### config.mk
export PLATFORM = sky130hd
export DESIGN_NAME = line_stream_pf
export DESIGN_NICKNAME = d
export VERILOG_FILES = /design/src/rtl/lsp_pkg.sv /design/src/rtl/lsp_lru.sv /design/src/rtl/lsp_train.sv /design/src/rtl/lsp_issue.sv /design/src/rtl/line_stream_pf.sv
export SDC_FILE = /design/constraint.sdc
export NUM_CORES = 1
export LEC_CHECK = 0
export CORE_MARGIN = 2
export CORE_UTILIZATION = 58
export DETAILED_ROUTE_END_ITERATION = 10
export DONT_BUFFER_PORTS = 1
export PLACE_DENSITY = 0.75
export SLEW_MARGIN = 20
export SYNTH_ARGS = -nofsm -noshare
export SYNTH_HDL_FRONTEND = slang
export SYNTH_SLANG_ARGS = --single-unit
export TNS_END_PERCENT = 20
### constraint.sdc
create_clock -name clk -period 6.69 [get_ports clk]
set_input_delay 0.3345 -clock clk [delete_from_list [all_inputs] [get_ports clk]]
set_output_delay 0.3345 -clock clk [all_outputs]
set_load 0.1 [all_outputs]
### src/rtl/lsp_pkg.sv
package lsp_pkg;
  localparam int LINE_OFF_W = 6;
  localparam int PAGE_OFF_W = 12;
  localparam int IDX_W      = PAGE_OFF_W - LINE_OFF_W;
  localparam int CONF_W     = 2;
  localparam logic [CONF_W-1:0] CONF_MAX     = 2'd3;
  localparam logic [CONF_W-1:0] CONF_CONFIRM = 2'd2;

  typedef enum logic [1:0] {
    SRC_LOAD   = 2'd0,
    SRC_STORE  = 2'd1,
    SRC_IFETCH = 2'd2,
    SRC_PFETCH = 2'd3
  } src_e;
endpackage

### src/rtl/lsp_lru.sv
module lsp_lru #(
  parameter int N  = 8,
  parameter int IW = $clog2(N)
) (
  input  logic          clk,
  input  logic          rst_n,
  input  logic          touch,
  input  logic [IW-1:0] touch_idx,
  output logic [IW-1:0] victim
);
  logic [IW-1:0] age [N];
  logic [N-1:0]  oldest;

  always_ff @(posedge clk or negedge rst_n) begin
    if (!rst_n) begin
      for (int i = 0; i < N; i++) age[i] <= IW'(i);
    end else if (touch) begin
      for (int i = 0; i < N; i++) begin
        if (IW'(i) == touch_idx)           age[i] <= '0;
        else if (age[i] < age[touch_idx])  age[i] <= age[i] + 1'b1;
      end
    end
  end

  for (genvar g = 0; g < N; g++) begin : g_old
    assign oldest[g] = (age[g] == IW'(N - 1));
  end

  always_comb begin
    victim = '0;
    for (int i = 0; i < N; i++) if (oldest[i]) victim = IW'(i);
  end

  AST_LRU_ONE_OLDEST: assert property (@(posedge clk) disable iff (!rst_n)
    $countones(oldest) == 1);
endmodule

### src/rtl/lsp_train.sv
module lsp_train
  import lsp_pkg::*;
#(
  parameter int ENTRIES = 8,
  parameter int PAGE_W  = 20,
  parameter int DIST    = 2
) (
  input  logic              clk,
  input  logic              rst_n,
  input  logic              req_valid,
  input  logic [PAGE_W-1:0] req_page,
  input  logic [IDX_W-1:0]  req_idx,
  input  logic [1:0]        req_src,
  input  logic              req_miss,
  output logic              cand_valid,
  output logic [IDX_W-1:0]  cand_idx
);
  localparam int EW = $clog2(ENTRIES);

  logic [ENTRIES-1:0] ent_v;
  logic [ENTRIES-1:0] ent_dir;   // 0 = upward, 1 = downward
  logic [PAGE_W-1:0]  ent_page [ENTRIES];
  logic [IDX_W-1:0]   ent_line [ENTRIES];
  logic [CONF_W-1:0]  ent_conf [ENTRIES];

  logic [ENTRIES-1:0] hit_vec;
  logic               hit_any, have_free, alloc_en;
  logic [EW-1:0]      hit_idx, free_idx, alloc_idx, victim;

  for (genvar g = 0; g < ENTRIES; g++) begin : g_cmp
    assign hit_vec[g] = ent_v[g] && (ent_page[g] == req_page);
  end

  always_comb begin
    hit_idx   = '0;
    free_idx  = '0;
    have_free = 1'b0;
    for (int i = ENTRIES - 1; i >= 0; i--) begin
      if (hit_vec[i]) hit_idx = EW'(i);
      if (!ent_v[i]) begin
        free_idx  = EW'(i);
        have_free = 1'b1;
      end
    end
  end

  assign hit_any   = |hit_vec;
  assign alloc_idx = have_free ? free_idx : victim;
  assign alloc_en  = req_valid && !hit_any && req_miss && (src_e'(req_src) != SRC_PFETCH);

  // Training of the matched stream
  logic [IDX_W:0]    cur_w, req_w, tgt_w;
  logic              step_up, step_dn, step_dir, nxt_dir;
  logic [CONF_W-1:0] cur_conf, nxt_conf;

  assign cur_w    = {1'b0, ent_line[hit_idx]};
  assign req_w    = {1'b0, req_idx};
  assign cur_conf = ent_conf[hit_idx];
  assign step_up  = (req_w == cur_w + 1'b1);
  assign step_dn  = (req_w + 1'b1 == cur_w);
  assign step_dir = step_dn;

  always_comb begin
    nxt_dir  = ent_dir[hit_idx];
    nxt_conf = cur_conf;
    if (req_w == cur_w) begin
      nxt_conf = cur_conf;
    end else if (step_up || step_dn) begin
      nxt_dir = step_dir;
      if (cur_conf == '0 || step_dir == ent_dir[hit_idx])
        nxt_conf = (cur_conf == CONF_MAX) ? CONF_MAX : cur_conf + 1'b1;
      else
        nxt_conf = '0;
    end else begin
      nxt_conf = '0;
    end
  end

  assign tgt_w      = nxt_dir ? (req_w - (IDX_W+1)'(DIST)) : (req_w + (IDX_W+1)'(DIST));
  assign cand_valid = req_valid && hit_any && (nxt_conf >= CONF_CONFIRM) && !tgt_w[IDX_W];
  assign cand_idx   = tgt_w[IDX_W-1:0];

  always_ff @(posedge clk or negedge rst_n) begin
    if (!rst_n) begin
      ent_v   <= '0;
      ent_dir <= '0;
      for (int i = 0; i < ENTRIES; i++) begin
        ent_page[i] <= '0;
        ent_line[i] <= '0;
        ent_conf[i] <= '0;
      end
    end else if (req_valid && hit_any) begin
      ent_line[hit_idx] <= req_idx;
      ent_dir[hit_idx]  <= nxt_dir;
      ent_conf[hit_idx] <= nxt_conf;
    end else if (alloc_en) begin
      ent_v[alloc_idx]    <= 1'b1;
      ent_page[alloc_idx] <= req_page;
      ent_line[alloc_idx] <= req_idx;
      ent_dir[alloc_idx]  <= 1'b0;
      ent_conf[alloc_idx] <= '0;
    end
  end

  lsp_lru #(.N(ENTRIES), .IW(EW)) u_lru (
    .clk      (clk),
    .rst_n    (rst_n),
    .touch    (req_valid && (hit_any || alloc_en)),
    .touch_idx(hit_any ? hit_idx : alloc_idx),
    .victim   (victim)
  );

  AST_PAGE_UNIQUE: assert property (@(posedge clk) disable iff (!rst_n)
    $onehot0(hit_vec));
  AST_PF_NO_ALLOC: assert property (@(posedge clk) disable iff (!rst_n)
    (req_valid && req_src == 2'd3 && !hit_any) |=> $stable(ent_v));
  AST_HIT_NO_ALLOC: assert property (@(posedge clk) disable iff (!rst_n)
    (req_valid && !req_miss && !hit_any) |=> $stable(ent_v));
endmodule

### src/rtl/lsp_issue.sv
module lsp_issue #(
  parameter int LW = 26
) (
  input  logic          clk,
  input  logic          rst_n,
  input  logic          cand_valid,
  input  logic [LW-1:0] cand_line,
  input  logic          pf_ready,
  output logic          pf_valid,
  output logic [LW-1:0] pf_line
);
  logic [LW-1:0] last_line;
  logic          last_v, dup, load;

  assign dup  = last_v && (last_line == cand_line);
  assign load = cand_valid && !dup && (!pf_valid || pf_ready);

  always_ff @(posedge clk or negedge rst_n) begin
    if (!rst_n) begin
      pf_valid  <= 1'b0;
      pf_line   <= '0;
      last_line <= '0;
      last_v    <= 1'b0;
    end else if (load) begin
      pf_valid  <= 1'b1;
      pf_line   <= cand_line;
      last_line <= cand_line;
      last_v    <= 1'b1;
    end else if (pf_ready) begin
      pf_valid  <= 1'b0;
    end
  end

  AST_PF_HOLD: assert property (@(posedge clk) disable iff (!rst_n)
    (pf_valid && !pf_ready) |=> (pf_valid && $stable(pf_line)));
endmodule

### src/rtl/line_stream_pf.sv
module line_stream_pf
  import lsp_pkg::*;
#(
  parameter int ADDR_W  = 32,
  parameter int ENTRIES = 8,
  parameter int DIST    = 2
) (
  input  logic              clk,
  input  logic              rst_n,
  input  logic              req_valid,
  input  logic [ADDR_W-1:0] req_addr,
  input  logic [1:0]        req_src,
  input  logic              req_miss,
  output logic              pf_valid,
  output logic [ADDR_W-1:0] pf_addr,
  input  logic              pf_ready
);
  localparam int PAGE_W = ADDR_W - PAGE_OFF_W;
  localparam int LW     = ADDR_W - LINE_OFF_W;

  logic [PAGE_W-1:0] req_page;
  logic [IDX_W-1:0]  req_idx, cand_idx;
  logic              cand_valid;
  logic [LW-1:0]     pf_line;
  logic              unused_off;

  assign req_page   = req_addr[ADDR_W-1:PAGE_OFF_W];
  assign req_idx    = req_addr[PAGE_OFF_W-1:LINE_OFF_W];
  assign unused_off = ^req_addr[LINE_OFF_W-1:0];

  lsp_train #(.ENTRIES(ENTRIES), .PAGE_W(PAGE_W), .DIST(DIST)) u_train (
    .clk       (clk),
    .rst_n     (rst_n),
    .req_valid (req_valid),
    .req_page  (req_page),
    .req_idx   (req_idx),
    .req_src   (req_src),
    .req_miss  (req_miss),
    .cand_valid(cand_valid),
    .cand_idx  (cand_idx)
  );

  lsp_issue #(.LW(LW)) u_issue (
    .clk       (clk),
    .rst_n     (rst_n),
    .cand_valid(cand_valid),
    .cand_line ({req_page, cand_idx}),
    .pf_ready  (pf_ready),
    .pf_valid  (pf_valid),
    .pf_line   (pf_line)
  );

  assign pf_addr = {pf_line, {LINE_OFF_W{1'b0}}};

  AST_PF_SAME_PAGE: assert property (@(posedge clk) disable iff (!rst_n)
    $rose(pf_valid) |-> (pf_addr[ADDR_W-1:PAGE_OFF_W] == $past(req_page)));
  AST_PF_ALIGNED: assert property (@(posedge clk) disable iff (!rst_n)
    pf_valid |-> (pf_addr[LINE_OFF_W-1:0] == '0));
endmodule

==> metrics.yaml, run 1 <==
synth_commonest_cells: "280 x dfrtp_1, 192 x mux2_2, 167 x nand2_1"
cts_tree: "built"
dpl-instance-area_mm2: 0.0175
dieArea_mm2: 0.0300
cp-start-kind: "flip-flop"
synthFlopType: "dfrtp_1"
num_rows: 61
stdcell_area_mm2: 0.0193
grt_overflow_total: 0
h-tree-depth: 1
gp_congestion: 0.921
synthCells: 1562
die_x_um: 173
antenna_found_initial: 0
ys_seq_area_share_pct: 44.2
drt_iter0_drc: 1361
clk_pin_slew_ns: 0.07
fill_cells: 2039
violations: "negative hold slack, negative setup slack"
placed_cells: 1959
antenna_left: 0
ys_top_cells_by_area: "dfrtp_1 42%, mux2_2 13%, xnor2_1 8.7%, nand2_1 3.8%, ha_1 2.8%"
root_buffer: "clkbuf_16"
clock-sinks: 292
drc_errors: 0
io_pins: 72
tightest_slew_ns: 1.13
fmax_ghz: 0.147
hold_violations: 292
yosysWarnings: 0
r2r_setup_slack_ns: -0.11
dp_hpwl_mm: 29.9
vias_per_cell: 6.39
clock_latency_ns: 0.60
grt_max_degree: 293
drive_gt1_share_pct: 26.8
final_nets: 1732
crit_arrival_ns: 7.28
pre_cts_slack_ns: -0.585
min_period_over_period_pct: 102
rsz0062_at_grt: "yes"
yosysTopAreaCellShare_pct: 42.3
maxCapViolations: 0
cts_hold_buf: 27
synth_edf_count: 0
synth_area_mm2: 0.0166
final_max_slew_viol_count: 0
setup_viol: 19
grt_usage_pct: 33.0
fin_crit_ns: 6.80
grt_pass1_wl_mm: 76.9
die_height_um: 173
totalWireLength_mm: 50.0
fin_cells: 2057
path_class: "flip-flop to flip-flop"
worst_slack_ns: -0.105
syn-mean-instance-area_um2: 10.6
clockBufferDepth: 3
whs_ns: -0.542
leakagePower_uw: 0.00848
syn2layout_area_growth_pct: 16.7
power_density_mw_per_mm2: 432
end_kind: "flip-flop"
outcome: "finished with violations"
hold_class: "primary input to async pin"
crit_fanout: 7
firstDrtPassIters: 5
ys_types: 82
synth_top_area_cell: "dfrtp_1"
initial_core_util_pct: 59.4
async_reset_ff_share_pct: 100
max_slew_margin_pct: 24.9
io_buffers: 0
wl_per_cell_um: 24.3
cts_made_buffers: 30
core_mm2: 0.0279
detailroute.via_count: 13151
ys_ff_latch: 292
post-synth-top-count-cell: "dfrtp_1"
vdd_drop_max_mv: 0.306
required_ns: 7.18
fin_skew_ns: 0.0456
grt_pass1_vias: 13099
==> sequential cells by signal (all words and copies together), names as in the netlist <==
signal and flops:
u_issue.last_v 1, u_issue.pf_line 26, u_issue.pf_valid 1, u_train.ent_conf 16
u_train.ent_dir 8, u_train.ent_line 48, u_train.ent_page 160, u_train.ent_v 8
u_train.u_lru.age 24
==> cells by family (layout without fill, tap and decap cells) <==
family | Yosys count | count (layout) | synth area share, %
flip-flops | 292 | 292 | 44.2
buffers and inverters | 124 | 235 | 3.31
AND/OR/NAND/NOR | 469 | 469 | 14.4
multiplexers | 228 | 228 | 15.7
other | 1 | 7 | 0.0226
XOR/XNOR | 199 | 199 | 10.6
adder cells (fa/ha/maj) | 38 | 38 | 2.91
AO/OA/AOI/OAI | 211 | 211 | 8.93
==> layer usage <==
layer	vias to the layer above	part of all wire, %	GRT usage [%]
met2	636	47	54.4
met3	157	8.2	4.88
li1	5797	-	-
met5	-	0	0
met4	0	5.0	15.5
met1	6561	40	43.2
==> worst max-delay path, stage by stage, from the launching register on <==
cell and delay [ns]:
dfrtp_1 0.39, xor2_1 0.15, or4_1 0.52, or4_4 0.48, or2_4 0.27, a211o_4 0.35, or3_4 0.43, o2111a_1 0.28
o21a_1 0.23, or4b_4 0.53, o211a_4 0.16, nor3b_2 0.19, or3_4 0.18, inv_4 0.03, fa_2 0.57, xor2_2 0.15
nand4_1 0.13, nor4_2 0.17, nand4_1 0.17, o311ai_2 0.28, buf_4 0.19, nor3b_4 0.05, o2111ai_4 0.14, buf_6 0.19
buf_16 0.14, mux2_4 0.31
==> cell type report <==
class	instances	area (um^2)	area share [%]
well taps	378	473	2.44
clock buffers	37	807	4.17
flip-flops and latches	292	7320	37.8
repair buffers	145	1230	6.37
multi-input cells	1151	9110	47.1
clock inverters	18	264	1.36
inverters	35	134	0.692
diodes	1	2.50	0.0129
==> stage by stage <==
stage	setup TNS, ns	util, %	power [uW]
detailed placement	-14.59	62.6	6250
finish	-1.56	69.3	8350
global route	-6.33	69.2	8870
CTS	0	68.6	8200
global placement	-8.63	62.6	6080
floorplan	0	-	5380
==> placed cells by master (no fill, tap or decap), types with 22 or more instances in the layout <==
master and n:
a21oi_1 26, buf_4 113, clkbuf_16 30, dfrtp_1 280, dlygate4sd3_1 27, ha_1 36, inv_1 34, mux2_2 185
mux2_4 22, nand2_1 167, nand3_1 65, nand4_1 59, nor2_1 42, o21ai_0 47, xnor2_1 162, xor2_1 32
==> where the power goes <==
| part | switching [uW] | internal, uW | leakage [uW] | total (uW) |
|---|---|---|---|---|
| sequential | 523 | 2470 | 0.00372 | 2990 |
| combinational | 1770 | 1800 | 0.00425 | 3570 |
| clock | 740 | 1060 | 0.000507 | 1800 |
==> repair_timing <==
action | in CTS | in global routing
hold endpoints to repair | 519 | 292
gates cloned | 3 | 0
setup endpoints to repair | 27 | 27
resized for setup | 36 | 34
setup buffers | 8 | 5
pin swaps | 14 | 12
==> path summary, 6_finish.rpt <==
path	from	cells past startpoint	end
max	u_train.ent_page[6]	25	u_issue.pf_line[20]
min	rst_n	0	u_issue.pf_valid
max reg2reg	u_train.ent_page[6]	25	u_issue.pf_line[20]
min reg2reg	u_train.ent_dir[5]	2	u_train.ent_dir[5]
max in group asynchronous	rst_n	0	u_train.ent_line[42]
min in group clk	req_addr[10]	2	u_train.ent_line[34]
(Power assumes the default switching activity.)
==> inputs of run 2 (changes only) <==
Settings changed: CORE_UTILIZATION 58 to 55, PLACE_DENSITY 0.75 to 0.72.
==> run 2 against run 1 <==
The flow still finishes with violations (negative hold slack, negative setup slack). Hold slack gained 0.060 ns. Final area grew 0.56%. Critical path depth shrank 2. Global-route usage shrank 0.86 points. Die area grew 5.3%. Power grew 2.5%. Core utilization shrank 3.6 points. Sequential power is essentially flat. Clock power grew 13%. Non-clock buffer count shrank 10. Final cell count grew 0.24%.
==> metrics.yaml, run 2 (synthesis gave the netlist of run 1 again) <==
outcome: "finished with violations"
violations: "negative hold slack, negative setup slack"
die_height_um: 178
initial_core_util_pct: 56.0
crit_fanout: 7
grt_max_degree: 293
clock-sinks: 292
wl_per_cell_um: 24.4
rr_startpoint: "u_train.ent_page[6]"
end_kind: "flip-flop"
num_rows: 63
dp_hpwl_mm: 30.0
root_buffer: "clkbuf_16"
vdd_drop_max_mv: 0.326
fin_skew_ns: 0.0264
required_ns: 7.09
cts_tree: "built"
hold_violations: 288
core_mm2: 0.0296
final_common_cell: "dfrtp_1"
die_x_um: 178
r2r_setup_slack_ns: -0.06
largest_register: "u_train.ent_page"
clockBufferDepth: 3
io_buffers: 0
grt_pass1_wl_mm: 76.8
antenna_found_initial: 0
crit_chain: "xor2_2 > or4_1 > or4_4 > or2_4 > a211o_1 > or3_4 > o2111a_1 > o21a_2 > or4b_4 > o211a_4 > nor3b_4 > or3_4 > inv_4 > fa_1 > xor2_1 > nand4_1 > nor4_2 > nand4_1 > o311ai_4 > nor3b_2 > o2111ai_4 > clkbuf_16 > mux2_4"
top_regs: "u_train.ent_page: 160 flops, u_train.ent_line: 48 flops, u_issue.pf_line: 26 flops"
endpoint: "u_issue.pf_line[23]"
cp-start-kind: "flip-flop"
clk_pin_slew_ns: 0.06
syn2layout_area_growth_pct: 17.3
cts_hold_buf: 27
detailroute.via_count: 13108
grt_usage_pct: 32.2
setup_viol: 19
area.sequential_mm2: 0.00732
drive_gt1_share_pct: 27.0
firstDrtPassIters: 5
antenna_left: 0
final_nets: 1726
hold_class: "primary input to async pin"
cpMaxStageDelayCell: "fa_1"
fin_cells: 2062
fin_crit_ns: 6.75
vias_per_cell: 6.36
worst_slack_ns: -0.0596
multiInputGateArea_mm2: 0.00914
gp_congestion: 0.917
cts_made_buffers: 34
rsz0062_at_grt: "yes"
leakagePower_uw: 0.00856
worstSetupStartpoint: "u_train.ent_page[6]"
timing.rr.end: "u_issue.pf_line[23]"
clock_latency_ns: 0.53
dieArea_mm2: 0.0316
min_period_over_period_pct: 101
drc_errors: 0
h-tree-depth: 2
totalWireLength_mm: 50.4
tightest_slew_ns: 1.08
insertedDiodeCount: 0
grt_pass1_vias: 13046
path_class: "flip-flop to flip-flop"
drt_iter0_drc: 1205
fmax_ghz: 0.148
power_density_mw_per_mm2: 440
whs_ns: -0.482
maxCapViolations: 0
critPathMaxStageDelay_ns: 0.53
final_cell_mix: "280 x dfrtp_1, 185 x mux2_2, 167 x nand2_1"
rr_worst_depth: 23
placed_cells: 1961
max_slew_margin_pct: 28.0
crit_arrival_ns: 7.15
fill_cells: 2266
grt_overflow_total: 0
io_pins: 72
largest_register_ffs: 160
final_max_slew_viol_count: 0
run 2: worst max-delay path, delay by kind of cell, from the launching register on:
| kind | cells | cell delay (ns) |
|---|---|---|
| compound gates | 6 | 1.59 |
| xor+xnor | 2 | 0.32 |
| fa+ha+maj | 1 | 0.53 |
| buf+inv | 2 | 0.29 |
| flops | 1 | 0.40 |
| mux | 1 | 0.29 |
| simple gates | 11 | 3.18 |
run 2: worst min path at each step:
stage	startpoint	endpoint	slack [ns]	cells after the start
6_report	rst_n	u_issue.pf_valid	-0.48	0
5_1_grt	rst_n	u_train.ent_dir[1]	-0.50	0
4_1_cts	rst_n	u_train.ent_line[11]	-0.50	0
3_3_place_gp	rst_n	u_issue.pf_valid	0.04	0
2_1_floorplan	rst_n	u_issue.last_v	0.04	0
3_5_place_dp	rst_n	u_issue.pf_valid	0.04	0
run 2: per-layer routing:
metal	GRT usage, %	wire length (um)	vias to the layer above
li1	-	-	5772
met1	42.2	20500	6635
met4	13.6	2280	0
met3	5.03	3460	130
met2	53.1	24100	571
met5	0	0	-
run 2: area by class of cell:
class | count | share of cell area [%]
Clock buffer | 42 | 4.79
Multi-Input combinational cell | 1151 | 47.0
Timing Repair Buffer | 135 | 5.90
Inverter | 35 | 0.688
Clock inverter | 17 | 1.49
Tap cell | 390 | 2.51
Sequential cell | 292 | 37.6
run 2: what timing repair did:
| item | in CTS | in global routing |
|---|---|---|
| hold endpoints to repair | 519 | 292 |
| endpoints found under the setup margin | 27 | 27 |
| setup buffers | 7 | 5 |
| pin swaps | 14 | 12 |
| resized for setup | 24 | 50 |
| gates cloned | 2 | 1 |
run 2: metrics by stage:
stage	setup WS (ns)	area [um^2]	setup TNS, ns	power, uW	util, %
final	-0.0596	19500	-0.557	8560	65.6
after global routing	-0.177	19500	-3.72	9060	65.6
after global placement	-0.409	17400	-9.36	6070	58.8
after floorplan	0.0190	16600	0	5380	-
after CTS	0.0399	19200	0	8380	64.6
after detailed placement	-0.566	17400	-13.32	6220	58.8
run 2: power by group:
part	internal (uW)	leakage, uW	switching, uW
combinational	1770	0.00423	1760
sequential	2470	0.00372	524
clock	1270	0.000606	770
total	5500	0.00856	3060
